`config.mk`:
```
export PLATFORM = sky130hd
export DESIGN_NAME = bytepat_engine
export DESIGN_NICKNAME = d
export VERILOG_FILES = /design/src/rtl/bytepat_pkg.sv /design/src/rtl/bytepat_seq.sv /design/src/rtl/bytepat_chk.sv /design/src/rtl/bytepat_engine.sv
export SDC_FILE = /design/constraint.sdc
export NUM_CORES = 1
export LEC_CHECK = 0
export BUFFER_PORTS_ARGS = -buffer_cell sky130_fd_sc_hd__clkbuf_2
export CAP_MARGIN = 40
export CORE_AREA = 2 2 112 114
export CTS_CLUSTER_DIAMETER = 120
export DETAILED_ROUTE_END_ITERATION = 10
export DIE_AREA = 0 0 114 116
export PLACE_DENSITY = 0.66
export SLEW_MARGIN = 10
export SYNTH_ARGS = -nofsm -noshare
export SYNTH_HDL_FRONTEND = slang
export SYNTH_SLANG_ARGS = --single-unit
```
`constraint.sdc`:
```
create_clock -name clk -period 5.6 [get_ports clk]
set_clock_uncertainty 0.1 [all_clocks]
set_input_delay 0.56 -clock clk [delete_from_list [all_inputs] [get_ports clk]]
set_output_delay 0.56 -clock clk [all_outputs]
set_load 0.02 [all_outputs]
```
`src/rtl/bytepat_pkg.sv`:
```
package bytepat_pkg;
  typedef enum logic [1:0] {
    PAT_INC  = 2'd0,
    PAT_FIB  = 2'd1,
    PAT_GRAY = 2'd2,
    PAT_RSV  = 2'd3
  } pat_mode_e;
endpackage

```
`src/rtl/bytepat_seq.sv`:
```
module bytepat_seq
  import bytepat_pkg::*;
#(
  parameter int W = 8
) (
  input  logic         clk,
  input  logic         rst_n,
  input  pat_mode_e    mode_sel,
  input  logic         restart,
  input  logic         adv,
  output logic [W-1:0] value
);
  localparam logic [W-1:0] ONE = W'(1);

  pat_mode_e    mode_q, mode_d;
  logic [W-1:0] cnt_q, cnt_d;
  logic [W-1:0] fa_q, fa_d;
  logic [W-1:0] fb_q, fb_d;
  logic         load_en;

  assign load_en = restart | adv;

  // next-state
  always_comb begin
    mode_d = mode_q;
    cnt_d  = cnt_q;
    fa_d   = fa_q;
    fb_d   = fb_q;
    if (restart) begin
      mode_d = mode_sel;
      cnt_d  = '0;
      fa_d   = '0;
      fb_d   = ONE;
    end else if (adv) begin
      cnt_d = cnt_q + ONE;
      fa_d  = fb_q;
      fb_d  = fa_q + fb_q;
    end
  end

  // registers
  always_ff @(posedge clk or negedge rst_n) begin
    if (!rst_n) begin
      mode_q <= PAT_INC;
      cnt_q  <= '0;
      fa_q   <= '0;
      fb_q   <= ONE;
    end else if (load_en) begin
      mode_q <= mode_d;
      cnt_q  <= cnt_d;
      fa_q   <= fa_d;
      fb_q   <= fb_d;
    end
  end

  // output select
  always_comb begin
    case (mode_q)
      PAT_FIB:  value = fa_q;
      PAT_GRAY: value = cnt_q ^ (cnt_q >> 1);
      default:  value = cnt_q;
    endcase
  end

  p_rewind_r2: assert property (@(posedge clk) disable iff (!rst_n)
    restart |=> (cnt_q == '0 && fa_q == '0 && fb_q == ONE));

  p_inc_step_r3: assert property (@(posedge clk) disable iff (!rst_n)
    (adv && !restart && mode_q != PAT_FIB && mode_q != PAT_GRAY)
      |=> value == W'($past(value) + ONE));

  p_fib_sum_r4: assert property (@(posedge clk) disable iff (!rst_n)
    (adv && !restart && mode_q == PAT_FIB)
      |=> fb_q == W'(value + $past(value)));

  p_gray_onebit_r5: assert property (@(posedge clk) disable iff (!rst_n)
    (adv && !restart && mode_q == PAT_GRAY)
      |=> $countones(value ^ $past(value)) == 1);

  p_hold_r6: assert property (@(posedge clk) disable iff (!rst_n)
    (!adv && !restart) |=> $stable(value));
endmodule

```
`src/rtl/bytepat_chk.sv`:
```
module bytepat_chk #(
  parameter int W  = 8,
  parameter int CW = 8,
  parameter int IW = 16
) (
  input  logic          clk,
  input  logic          rst_n,
  input  logic          restart,
  input  logic          rx_valid,
  input  logic [W-1:0]  rx_byte,
  input  logic [W-1:0]  exp_byte,
  output logic          accept,
  output logic [CW-1:0] err_count,
  output logic [IW-1:0] first_idx
);
  localparam logic [CW-1:0] ERR_MAX = '1;
  localparam logic [CW-1:0] ERR_ONE = CW'(1);
  localparam logic [IW-1:0] IDX_ONE = IW'(1);

  logic [IW-1:0] idx_q, idx_d;
  logic [CW-1:0] err_q, err_d;
  logic [IW-1:0] first_q, first_d;
  logic          miss;
  logic          upd_en;

  assign accept = rx_valid & ~restart;
  assign miss   = accept & (rx_byte != exp_byte);
  assign upd_en = restart | accept;

  // next-state
  always_comb begin
    idx_d   = idx_q;
    err_d   = err_q;
    first_d = first_q;
    if (restart) begin
      idx_d   = '0;
      err_d   = '0;
      first_d = '0;
    end else if (accept) begin
      idx_d = idx_q + IDX_ONE;
      if (miss) begin
        if (err_q == '0) first_d = idx_q;
        if (err_q != ERR_MAX) err_d = err_q + ERR_ONE;
      end
    end
  end

  // registers
  always_ff @(posedge clk or negedge rst_n) begin
    if (!rst_n) begin
      idx_q   <= '0;
      err_q   <= '0;
      first_q <= '0;
    end else if (upd_en) begin
      idx_q   <= idx_d;
      err_q   <= err_d;
      first_q <= first_d;
    end
  end

  assign err_count = err_q;
  assign first_idx = first_q;

  p_count_miss_r8: assert property (@(posedge clk) disable iff (!rst_n)
    (accept && rx_byte != exp_byte && err_q != ERR_MAX) |=> err_q == $past(err_q) + ERR_ONE);

  p_no_overflow_r9: assert property (@(posedge clk) disable iff (!rst_n)
    (!restart && err_q == ERR_MAX) |=> err_q == ERR_MAX);

  p_first_kept_r10: assert property (@(posedge clk) disable iff (!rst_n)
    (!restart && err_q != '0) |=> $stable(first_q));

  p_clear_r11: assert property (@(posedge clk) disable iff (!rst_n)
    restart |=> (err_q == '0 && first_q == '0 && idx_q == '0));
endmodule

```
`src/rtl/bytepat_engine.sv`:
```
module bytepat_engine
  import bytepat_pkg::*;
#(
  parameter int PW = 8,
  parameter int CW = 8,
  parameter int IW = 16
) (
  input  logic          clk,
  input  logic          rst_n,
  input  logic [1:0]    mode_sel,
  input  logic          restart,
  input  logic          next_req,
  output logic [PW-1:0] tx_byte,
  input  logic          rx_valid,
  input  logic [PW-1:0] rx_byte,
  output logic [CW-1:0] err_count,
  output logic [IW-1:0] first_err_idx
);
  pat_mode_e     mode_e;
  logic [PW-1:0] exp_byte;
  logic          rx_accept;

  assign mode_e = pat_mode_e'(mode_sel);

  bytepat_seq #(.W(PW)) u_tx_seq (
    .clk      (clk),
    .rst_n    (rst_n),
    .mode_sel (mode_e),
    .restart  (restart),
    .adv      (next_req),
    .value    (tx_byte)
  );

  bytepat_seq #(.W(PW)) u_rx_seq (
    .clk      (clk),
    .rst_n    (rst_n),
    .mode_sel (mode_e),
    .restart  (restart),
    .adv      (rx_accept),
    .value    (exp_byte)
  );

  bytepat_chk #(.W(PW), .CW(CW), .IW(IW)) u_chk (
    .clk       (clk),
    .rst_n     (rst_n),
    .restart   (restart),
    .rx_valid  (rx_valid),
    .rx_byte   (rx_byte),
    .exp_byte  (exp_byte),
    .accept    (rx_accept),
    .err_count (err_count),
    .first_idx (first_err_idx)
  );

  p_restart_wins_r7: assert property (@(posedge clk) disable iff (!rst_n)
    (restart && next_req) |=> tx_byte == '0);
endmodule

```
==> flow_summary.json <==
{
  "cts_tree": "built",
  "postCtsSetupRepairBufs": 0,
  "fp-row-count": 40,
  "netlist_instances": 532,
  "tritoncts_num_sinks": 92,
  "final_common_cell": "dfrtp_1",
  "num_vias": 3934,
  "synth.top_cells.by_area": "dfrtp_1 (42%), ha_1 (7.8%), mux2i_1 (5.8%), nor2_1 (4.8%), xnor2_1 (4.3%)",
  "antenna_found_initial": 0,
  "post-dp-hpwl_mm": 7.33,
  "wl_met3_um": 432,
  "number_of_nets_with_antenna_violations_after_routing": 0,
  "yosysSeqAreaShare_pct": 43.3,
  "p_leak_nw": 2.87,
  "dr_wl_met2_mm": 5.12,
  "period_utilization_pct": 50.7,
  "maxSlewViolCount": 0,
  "average_detailed_routed_wire_length_per_instance_um": 14.7,
  "final_period_demand_of_the_worst_path_ps": 2840,
  "slew_headroom_pct": 42.0,
  "max_freq_mhz": 352,
  "grt_overflow": 0,
  "tritoncts.num_buffers": 9,
  "power_density_mw_per_mm2": 239,
  "grt_pass1_wl_mm": 18.3,
  "fp.dieW_um": 114,
  "ctsHtreeMaxLevel": 3,
  "cp.required_ps": 5730,
  "io_pins": 47,
  "ys_dominant_reg_cell": "dfrtp_1",
  "setup_viol_count_final": 0,
  "timing.setup.critical_path_class": "reg -> reg",
  "post_cts_resized": 0,
  "placed_cell_areas_mm2": 0.00566,
  "post_cts_hold_buffer_count": 0,
  "placement.setup.worst_slack_ps": 2760,
  "worstSetupStartpointType": "register",
  "initial_core_util_pct": 44.7,
  "p_sw_mw": 0.376,
  "setup_total_negative_slack_ps": 0,
  "routed_via_density": 5.48,
  "outcome": "finished, final reports clean",
  "drt_pass1_iterations": 5,
  "share_of_post_route_cells_with_drive_strength_above_1_pct": 13.5,
  "place.gp.congestion": 0.870,
  "seq_power_share_pct": 49.4,
  "synthDistinctLibCells": 58,
  "ys_warn_count": 0,
  "worst_hold_path_type": "in -> async",
  "grt_max_degree": 91,
  "vias_in_the_first_global_route": 3869,
  "n_antenna_cell": 0,
  "final.fill_count": 1112,
  "finalHoldViolCount": 0,
  "place.port_buffers": 46,
  "tightest_slew_ps": 871,
  "cts.clk_slew.worst_paths_ps": 70,
  "internal-power_mw": 1.04,
  "drv.max_cap_violation_count": 0,
  "num-nets-final": 616,
  "async_reset_ff_share_pct": 100,
  "design.die.area_mm2": 0.0132,
  "cts.path.max_buffers": 2,
  "synth.ff_latch_count": 92,
  "finalHoldWorstSlack_ps": 104,
  "signal_arrival_time_at_the_worst_endpoint_ps": 2970,
  "syn-cell-area_mm2": 0.00533,
  "setup_slack_ps": 2760,
  "path_max_fanout": 16,
  "mappedNetlistNets": 582,
  "clockRootBuffer": "clkbuf_16",
  "comb_power_share_pct": 11.0,
  "dr.first_iter.drc_count": 158,
  "post_synth_edffs": 0,
  "detail_route.wirelength.met1_mm": 4.87,
  "critPathCaptureType": "register",
  "post-route-cell-area_mm2": 0.00593,
  "route.detailed.drc": 0,
  "rsz0062_at_grt": "no",
  "area_growth_pct": 11.4,
  "ir_drop_v": 0.000136,
  "top_layer": "met4",
  "placeableCoreArea_mm2": 0.0119,
  "yosys.area.top_type": "dfrtp_1",
  "route.final.wire_length_mm": 10.6,
  "sw_share_pct": 26.5,
  "die_height_um": 116,
  "design_power_total_mw": 1.42,
  "leading_cell_types_in_the_layout_fill_and_taps_excluded": "dfrtp_1 (90), nor2_1 (68), clkbuf_2 (45)",
  "power_frac_clock_pct": 39.6,
  "clk_latency_ps": 350,
  "post-synth-top-area-fraction_pct": 42.3,
  "grt_use_total_pct": 17.3,
  "synth.avg_cell_area_um2": 10.0
}
-- worst paths after layout --
check	startpoint	endpoint	slack, ps	cells past startpoint
setup / recovery	u_rx_seq.mode_q[0]	u_chk.first_idx[1]	2760	8
hold / removal	rst_n	u_tx_seq.cnt_q[4]	100	1
setup reg to reg	u_rx_seq.mode_q[0]	u_chk.first_idx[1]	2760	8
hold reg to reg	u_chk.first_idx[9]	u_chk.first_idx[9]	390	1
max in group asynchronous	rst_n	u_chk.err_count[2]	4260	2
min in group clk	mode_sel[1]	u_tx_seq.mode_q[1]	390	3
-- worst max-delay path, cell delays in order (launching register included) --
cell and delay (ps):
dfrtp_1 390, inv_1 80, ha_1 360, nor2b_1 190
o21ai_1 90, a31o_2 260, a211o_1 390, o21ai_4 470
mux2_2 400
-- synth_stat cells, types with 3 or more instances --
library cell	number
buf_6	3
mux2_2	6
clkbuf_1	13
and3_1	4
nor4_1	3
dfrtp_1	90
or3_1	6
nand2_1	31
inv_1	23
a22oi_1	10
nor2b_1	18
nand4_1	14
o41ai_1	3
nand3_1	18
xnor2_1	26
o211ai_1	4
mux2i_1	31
a211oi_1	3
buf_1	8
o21bai_1	4
nor2_1	68
mux2_1	10
ha_1	33
xor2_1	21
o21ai_0	21
a21oi_1	15
-- metal layers --
| layer | track usage, % | up-vias |
|---|---|---|
| li1 | - | 1936 |
| met1 | 22.2 | 1916 |
| met2 | 28.6 | 67 |
| met3 | 4.55 | 15 |
| met4 | 5.77 | 0 |
| met5 | 0 | - |
-- state kept, by name, summed over array words and instances, names as in the netlist --
signal           cells
u_rx_seq.mode_q      2
u_tx_seq.cnt_q       8
u_tx_seq.fa_q        8
u_tx_seq.fb_q        8
u_rx_seq.cnt_q       8
u_rx_seq.fa_q        8
u_chk.idx_q         16
u_tx_seq.mode_q      2
u_chk.first_idx     16
u_rx_seq.fb_q        8
u_chk.err_count      8
-- metrics by stage --
stage | std cells | utilization [%]
after floorplan | 532 | -
after global placement | 701 | 47.3
after detailed placement | 702 | 47.6
after CTS | 718 | 49.8
after global routing | 718 | 49.8
final | 718 | 49.8
-- power by group through the flow --
stage	combinational, mW	clock (mW)	sequential [mW]
finish	0.156	0.562	0.701
global route	0.175	0.605	0.704
CTS	0.159	0.582	0.701
detailed placement	0.158	0	0.714
global placement	0.151	0	0.712
floorplan	0.109	0	0.712
-- logic make-up after synthesis --
family,count (synthesis),synth area share [%]
AOI/OAI and AO/OA,88,11.8
xor gates and xnor gates,47,7.73
adders and majority gates,35,8.50
buffers and inverters,49,3.92
DFF,92,43.3
muxes,47,9.21
and+or+nand+nor,174,15.6
-- cell type report --
| class | count | area [µm²] | area share (%) |
|---|---|---|---|
| Multi-Input combinational cell | 391 | 2810 | 47.4 |
| Tap cell | 147 | 184 | 3.10 |
| Clock inverter | 5 | 37.5 | 0.633 |
| Timing Repair Buffer | 49 | 275 | 4.64 |
| Clock buffer | 11 | 233 | 3.92 |
| Inverter | 23 | 86.3 | 1.45 |
| Sequential cell | 92 | 2300 | 38.8 |
(Power assumes the default switching activity.)
